--- config.mk ---
export PLATFORM = sky130hd
export DESIGN_NAME = uflash_erase_ctrl
export DESIGN_NICKNAME = d
export VERILOG_FILES = /design/src/rtl/uflash_pkg.sv /design/src/rtl/uflash_shift_path.sv /design/src/rtl/uflash_erase_timer.sv /design/src/rtl/uflash_cmd_ctrl.sv /design/src/rtl/uflash_erase_ctrl.sv
export SDC_FILE = /design/constraint.sdc
export NUM_CORES = 1
export LEC_CHECK = 0
export ABC_AREA = 1
export BUFFER_PORTS_ARGS = -buffer_cell sky130_fd_sc_hd__buf_2
export CAP_MARGIN = 15
export CORE_MARGIN = 2
export CORE_UTILIZATION = 33
export CTS_BUF_LIST = sky130_fd_sc_hd__clkbuf_8
export CTS_CLUSTER_SIZE = 12
export DETAILED_ROUTE_END_ITERATION = 6
export GPL_TIMING_DRIVEN = 0
export MAX_ROUTING_LAYER = met4
export PLACE_DENSITY_LB_ADDON = 0.1
export SLEW_MARGIN = 15
export SYNTH_ARGS = -nofsm -noshare
export SYNTH_HDL_FRONTEND = slang
export SYNTH_SLANG_ARGS = --single-unit
--- constraint.sdc ---
create_clock -name clk -period 1.32 [get_ports clk]
set_input_delay 0.132 -clock clk [delete_from_list [all_inputs] [get_ports clk]]
set_output_delay 0.132 -clock clk [all_outputs]
set_load 0.02 [all_outputs]
--- src/rtl/uflash_pkg.sv ---
package uflash_pkg;
  localparam logic [7:0] OP_WRITE_ON     = 8'h06;
  localparam logic [7:0] OP_WRITE_OFF    = 8'h04;
  localparam logic [7:0] OP_READ_STATUS  = 8'h05;
  localparam logic [7:0] OP_SECTOR_ERASE = 8'h20;
  localparam logic [7:0] OP_CHIP_ERASE   = 8'h60;

  typedef struct packed {
    logic shiftIn;     // capture si on a rising SCK edge
    logic shiftOut;    // advance the status byte on a falling SCK edge
    logic loadStatus;  // load the status snapshot into the output shifter
    logic clearCount;  // chip select is high: clear the bit counter
  } dpStrobes_t;
endpackage

--- src/rtl/uflash_shift_path.sv ---
module uflash_shift_path
  import uflash_pkg::*;
#(
  parameter int OP_BITS = 8,
  parameter int CNT_W   = 5
) (
  input  logic               clk,
  input  logic               rst,
  input  dpStrobes_t         strobes,
  input  logic               si,
  input  logic [OP_BITS-1:0] statusByte,
  output logic [OP_BITS-1:0] opcode,
  output logic [CNT_W-1:0]   bitCount,
  output logic               soBit
);
  localparam logic [CNT_W-1:0] CNT_MAX = '1;

  logic [OP_BITS-1:0] outShift;

  always_ff @(posedge clk or posedge rst) begin
    if (rst) begin
      bitCount <= '0;
      opcode   <= '0;
      outShift <= '0;
    end else begin
      if (strobes.clearCount)
        bitCount <= '0;
      else if (strobes.shiftIn && bitCount != CNT_MAX)
        bitCount <= bitCount + 1'b1;

      if (strobes.shiftIn)
        opcode <= {opcode[OP_BITS-2:0], si};

      if (strobes.loadStatus)
        outShift <= statusByte;
      else if (strobes.shiftOut)
        outShift <= {outShift[OP_BITS-2:0], 1'b0};
    end
  end

  assign soBit = outShift[OP_BITS-1];

  // the bit count never wraps back to zero inside a transfer
  assert_count_hold_R7: assert property (@(posedge clk) disable iff (rst)
    (bitCount != '0 && !strobes.clearCount) |=> bitCount != '0);
endmodule

--- src/rtl/uflash_erase_timer.sv ---
module uflash_erase_timer #(
  parameter int ERASE_CYCLES = 5000,
  parameter int TMR_W        = $clog2(ERASE_CYCLES + 1)
) (
  input  logic clk,
  input  logic rst,
  input  logic start,
  output logic busy,
  output logic finish
);
  localparam logic [TMR_W-1:0] LOAD_VAL = TMR_W'(ERASE_CYCLES - 1);

  logic [TMR_W-1:0] remaining;

  always_ff @(posedge clk or posedge rst) begin
    if (rst) begin
      busy      <= 1'b0;
      remaining <= '0;
    end else if (start) begin
      busy      <= 1'b1;
      remaining <= LOAD_VAL;
    end else if (busy) begin
      if (remaining == '0) busy <= 1'b0;
      else remaining <= remaining - 1'b1;
    end
  end

  assign finish = busy && (remaining == '0);

  assert_no_restart_R11: assert property (@(posedge clk) disable iff (rst)
    start |-> !busy);
  assert_finish_ends_R10: assert property (@(posedge clk) disable iff (rst)
    finish |=> !busy);
endmodule

--- src/rtl/uflash_cmd_ctrl.sv ---
module uflash_cmd_ctrl
  import uflash_pkg::*;
#(
  parameter int NUM_SECTORS = 2,
  parameter int OP_BITS     = 8,
  parameter int CNT_W       = 5
) (
  input  logic                   clk,
  input  logic                   rst,
  input  logic                   sck,
  input  logic                   csN,
  input  logic                   extMode,
  input  logic [NUM_SECTORS-1:0] sectorProtect,
  input  logic [OP_BITS-1:0]     opcode,
  input  logic [CNT_W-1:0]       bitCount,
  input  logic                   busy,
  input  logic                   finish,
  output dpStrobes_t             strobes,
  output logic                   start,
  output logic [NUM_SECTORS-1:0] eraseStrobe,
  output logic [OP_BITS-1:0]     statusByte,
  output logic                   soOe
);
  localparam int ZPAD = OP_BITS - 2 - NUM_SECTORS;
  localparam logic [CNT_W-1:0] FULL_CMD = CNT_W'(OP_BITS);

  logic sckQ, csQ, wel, readActive;
  logic sckRise, sckFall, csRise, cmdValid;
  logic isChip, isSector, blocked;
  logic [NUM_SECTORS-1:0] targetMask;

  always_ff @(posedge clk or posedge rst) begin
    if (rst) begin
      sckQ <= 1'b0;
      csQ  <= 1'b1;
    end else begin
      sckQ <= sck;
      csQ  <= csN;
    end
  end

  assign sckRise  = sck && !sckQ;
  assign sckFall  = !sck && sckQ;
  assign csRise   = csN && !csQ;
  assign cmdValid = csRise && (bitCount == FULL_CMD);
  assign isChip   = (opcode == OP_CHIP_ERASE);
  assign isSector = (opcode == OP_SECTOR_ERASE);

  // sector 0 is hit by every erase; the others only by chip erase in extended mode
  for (genvar s = 0; s < NUM_SECTORS; s++) begin : g_target
    if (s == 0) begin : g_first
      assign targetMask[s] = isChip || isSector;
    end else begin : g_rest
      assign targetMask[s] = isChip && extMode;
    end
  end

  assign blocked = |(targetMask & sectorProtect);
  assign start   = cmdValid && (isChip || isSector) && wel && !busy && !blocked;

  always_comb begin
    strobes            = '0;
    strobes.shiftIn    = sckRise && !csN;
    strobes.clearCount = csN;
    strobes.loadStatus = sckFall && !csN && !readActive &&
                         (bitCount == FULL_CMD) && (opcode == OP_READ_STATUS);
    strobes.shiftOut   = sckFall && !csN && readActive;
  end

  always_ff @(posedge clk or posedge rst) begin
    if (rst) begin
      wel         <= 1'b0;
      readActive  <= 1'b0;
      eraseStrobe <= '0;
    end else begin
      eraseStrobe <= start ? targetMask : '0;

      if (csN) readActive <= 1'b0;
      else if (strobes.loadStatus) readActive <= 1'b1;

      if (finish) wel <= 1'b0;
      else if (cmdValid && !busy) begin
        if (opcode == OP_WRITE_ON) wel <= 1'b1;
        else if (opcode == OP_WRITE_OFF) wel <= 1'b0;
      end
    end
  end

  assign statusByte = {{ZPAD{1'b0}}, sectorProtect, wel, busy};
  assign soOe       = readActive && !csN;

  assert_strobe_single_R4: assert property (@(posedge clk) disable iff (rst)
    (|eraseStrobe) |=> (eraseStrobe == '0));
  assert_strobe_busy_R10: assert property (@(posedge clk) disable iff (rst)
    (|eraseStrobe) |-> busy);
  assert_base_sector0_R5: assert property (@(posedge clk) disable iff (rst)
    (eraseStrobe[NUM_SECTORS-1:1] != '0) |-> $past(extMode));
  assert_protect_R9: assert property (@(posedge clk) disable iff (rst)
    (|eraseStrobe) |-> (($past(sectorProtect) & eraseStrobe) == '0));
  assert_wel_gate_R8: assert property (@(posedge clk) disable iff (rst)
    $rose(busy) |-> $past(wel));
  assert_wel_clear_R10: assert property (@(posedge clk) disable iff (rst)
    $fell(busy) |-> !wel);
  assert_so_hiz_R12: assert property (@(posedge clk) disable iff (rst)
    $rose(soOe) |-> (bitCount == FULL_CMD));
endmodule

--- src/rtl/uflash_erase_ctrl.sv ---
module uflash_erase_ctrl
  import uflash_pkg::*;
#(
  parameter int NUM_SECTORS  = 2,
  parameter int ERASE_CYCLES = 5000
) (
  input  logic                   clk,
  input  logic                   rst,
  input  logic                   sck,
  input  logic                   csN,
  input  logic                   si,
  output logic                   so,
  output logic                   soOe,
  input  logic                   extMode,
  input  logic [NUM_SECTORS-1:0] sectorProtect,
  output logic [NUM_SECTORS-1:0] eraseStrobe,
  output logic                   notReady
);
  localparam int OP_BITS = 8;
  localparam int CNT_W   = $clog2(2 * OP_BITS) + 1;

  dpStrobes_t         strobes;
  logic [OP_BITS-1:0] opcode, statusByte;
  logic [CNT_W-1:0]   bitCount;
  logic               start, busy, finish;

  uflash_shift_path #(.OP_BITS(OP_BITS), .CNT_W(CNT_W)) u_path (
    .clk(clk), .rst(rst), .strobes(strobes), .si(si), .statusByte(statusByte),
    .opcode(opcode), .bitCount(bitCount), .soBit(so)
  );

  uflash_cmd_ctrl #(.NUM_SECTORS(NUM_SECTORS), .OP_BITS(OP_BITS), .CNT_W(CNT_W)) u_ctrl (
    .clk(clk), .rst(rst), .sck(sck), .csN(csN), .extMode(extMode),
    .sectorProtect(sectorProtect), .opcode(opcode), .bitCount(bitCount),
    .busy(busy), .finish(finish), .strobes(strobes), .start(start),
    .eraseStrobe(eraseStrobe), .statusByte(statusByte), .soOe(soOe)
  );

  uflash_erase_timer #(.ERASE_CYCLES(ERASE_CYCLES)) u_timer (
    .clk(clk), .rst(rst), .start(start), .busy(busy), .finish(finish)
  );

  assign notReady = busy;
endmodule

==> results by group <==
Global routing
  • Largest net degree at the start of global routing: 33
  • All-Layer GR Usage: between 10% and 20%
  • Antenna violations before repair: 0
  • Grt ovf: 0
  • First-pass GRT wire length: roughly 8900 µm
  • Vias in the first global route: 1868

Setup path
  • CP required: roughly 1600 ps
  • Internal reg-to-reg setup slack: -190 ps
  • FF-to-FF Start: u_path.bitCount[0]$_DFFE_PP0P_
  • Setup Crit Path Kind: flop to flop
  • CP Launch Type: flop
  • Crit Path Max Fanout: 4
  • Reg-to-reg endpoint: u_path.bitCount[3]$_DFFE_PP0P_
  • Reg2reg path depth: 10
  • Crit. End Element: flop
  • Critical Path AT: between 1500 and 2000 ps

Timing
  • Final Hold Vio Count: 0
  • Fin crit period: approximately 1500 ps
  • Slew @ Worst Pin: between 200 and 300 ps
  • Setup violators final: 31
  • Post-route clock period utilization: 114%
  • Final WS setup: -185 ps
  • Slew Viols, Final: 0
  • RSZ-0062 raised after global routing: yes
  • FMAX: between 600 and 700 MHz
  • Clock skew: about 7.3 ps
  • Setup_tns: -3140 ps
  • Rel. slew slack: between 80 and 90%

Clocking
  • CTS Buf Count: 5
  • Clock latency on the worst-skew pair: approximately 300 ps
  • Total clock sinks: 41
  • CTS tree: yes
  • Htree depth: 2
  • CTS root buf: clkbuf_8
  • Reg clk slew, reported paths: 80 ps
  • Max clock buf depth: 2

Power
  • Clock share of power: about a third
  • Sw power: 0.721 mW
  • Sw Ratio: between 20 and 30%
  • Cell Pwr Density: roughly 860 mW/mm²
  • Share of power burned in registers: a little under three fifths
  • Max rail drop VDD: around 450 µV
  • Combinational share of power: between 10% and 20%
  • Leakage power: about 1.5 nW
  • Internal: about 1.8 mW
  • Total Power: about 2.5 mW

Finish
  • Nets@finish: 346
  • Final Non-Filler Cells: 414
  • Antenna diode count: 0
  • Most frequent cells in the layout: 53 x nand2_1, 42 x inv_1, 39 x dfrtp_1
  • Commonest non-fill, non-tap cell in the layout: nand2_1
  • Syn-to-layout area delta: 29.2%
  • Layout cells sized above 1: 30.8%

Yosys
  • Seq/Total Area, Yosys: 45.3%
  • Leading area contributor after synthesis: dfrtp_1
  • Cell area after synthesis: about 0.0023 mm²
  • Mapped Nets: approximately 310
  • Cells after synthesis: 292
  • Count of different cell masters after synthesis: 29
  • Register bit count reported by yosys: 41
  • Mean area per synthesized cell: around 7.8 µm²
  • Share of the synthesized area in the top cell type: between 40% and 50%
  • Synth warn: 0
  • Dominant cells by area after synthesis: dfrtp_1 44%, nand2_1 9.8%, inv_1 7.6%

Job
  • MaxCap Viol Count: 0

Min path
  • End of the worst hold path: u_path.opcode[0]$_DFFE_PP0P_
  • Hold_sp: si
  • Min-Delay Path Class: primary input to flop
  • WHS Path Cells: 3

Die
  • Site row count: 30
  • Core box area: about 0.0067 mm²
  • # IOs: 13
  • Initial Util: ~34%
  • Die W: approximately 87 µm
  • Die ar.: between 0.007 and 0.008 mm²
  • Die height: 86.9 µm

Place
  • PortBufs: 12
  • GP Congestion: approximately 0.77
  • Placed Instances: 385
  • Hpwl dp: between 3000 and 4000 µm

Detailed routing
  • Drt pass-1 iters: 4
  • Final WL: approximately 5200 µm
  • DRC Markers: 0
  • Via count: 1929
  • DR iter-0 viols: 117
  • DR vias/cell: between 4 and 5
  • Antenna-violating nets left: 0
  • Routed len/inst: 12.6 µm

Run status
  • Status: finished with violations
  • Failing checks: setup timing
-- metrics by stage --
step / instance area [µm²] / setup slack [ps] / hold WS, ps / util (%)
2_1_floorplan: 2280 / -50.0 / 136 / -
3_3_place_gp: 2440 / -617 / 286 / 36.3
3_5_place_dp: 2460 / -339 / 73.9 / 36.6
4_1_cts: 2760 / -229 / 67.7 / 41.0
5_1_grt: 2930 / -264 / 84.3 / 43.6
6_report: 2930 / -185 / 71.0 / 43.6
-- area by class of cell --
| cell class | count | area, µm² |
|---|---|---|
| timing repair buffer | 33 | 267 |
| sequential | 41 | 1030 |
| clock inverter | 3 | 13.8 |
| fill | 668 | 3790 |
| buffer | 3 | 31.3 |
| inverter | 49 | 186 |
| multi-input combinational | 200 | 1230 |
| tap | 80 | 100 |
| clock buffer | 5 | 68.8 |
-- synthesized netlist by cell type, drive strengths merged --
| library cell | n |
|---|---|
| nor3 | 6 |
| ha | 5 |
| buf | 2 |
| nand3b | 2 |
| nor2 | 51 |
| o22ai | 1 |
| clkbuf | 1 |
| mux2 | 4 |
| o21ai | 24 |
| dfstp | 1 |
| nand3 | 28 |
| nand4 | 5 |
| a21oi | 6 |
| nand2 | 64 |
| inv | 49 |
| o211ai | 1 |
| or2 | 1 |
| xor2 | 1 |
| dfrtp | 40 |
-- kinds of logic after synthesis --
| family | after synthesis | synth area share, % |
|---|---|---|
| AND/OR/NAND/NOR | 157 | 33.0 |
| XOR/XNOR | 1 | 0.387 |
| buffers and inverters | 52 | 9.17 |
| AO/OA/AOI/OAI | 32 | 7.40 |
| multiplexers | 4 | 1.99 |
| adder cells (fa/ha/maj) | 5 | 2.76 |
| flip-flops | 41 | 45.3 |
-- routing by layer --
layer  GRT usage (%)  vias to the layer above  part of all wire [%]
li1                -                     1009                     -
met1            20.6                      888                    48
met2            23.7                       23                    48
met3            2.84                        9                   2.7
met4            6.39                        0                   2.1
met5               -                        -                     0
-- worst max-delay path: stages (launching register included) --
cell,delay (ps)
dfrtp_1,410
buf_6,130
ha_4,160
nand2_4,80
nor2_4,40
ha_4,150
nor2_4,120
inv_2,70
nor2_2,100
o21ai_1,70
a21oi_1,110
-- how the worst max path moves through the flow --
stage	from	to
2_1_floorplan	u_path.bitCount[0]$_DFFE_PP0P_	u_timer.remaining[8]$_DFFE_PP0P_
3_3_place_gp	rst	u_timer.busy$_DFF_PP0_
3_5_place_dp	u_path.bitCount[0]$_DFFE_PP0P_	u_timer.remaining[8]$_DFFE_PP0P_
4_1_cts	u_path.bitCount[0]$_DFFE_PP0P_	u_path.bitCount[3]$_DFFE_PP0P_
5_1_grt	u_path.bitCount[0]$_DFFE_PP0P_	u_path.outShift[3]$_DFFE_PP0P_
6_report	u_path.bitCount[0]$_DFFE_PP0P_	u_path.bitCount[3]$_DFFE_PP0P_
-- power by group through the flow --
stage          Combinational, mW  Clock, mW  Sequential [mW]
2_1_floorplan              0.173          0             1.38
3_3_place_gp               0.234          0             1.40
3_5_place_dp               0.241          0             1.40
4_1_cts                    0.291      0.865             1.37
5_1_grt                    0.351      0.913             1.39
6_report                   0.298      0.827             1.38
-- state kept, by name, indices dropped and copies added, names as in the netlist --
register and flops:
u_ctrl.eraseStrobe 2, u_path.outShift 8, u_ctrl.wel 1, u_ctrl.sckQ 1, u_ctrl.readActive 1, u_ctrl.csQ 1, u_path.opcode 8, u_path.bitCount 5
u_timer.remaining 13, u_timer.busy 1
-- repair_timing --
| action | in CTS | in global routing |
|---|---|---|
| setup endpoints to repair | 31 | 38 |
| endpoints found under the hold margin | 11 | 0 |
| gates resized for setup | 29 | 29 |
| hold buffers | 3 | 0 |
| pin swaps | 10 | 20 |
| cloned | 2 | 1 |
| setup buffers | 8 | 7 |
Power figures use the tool's default switching activity.
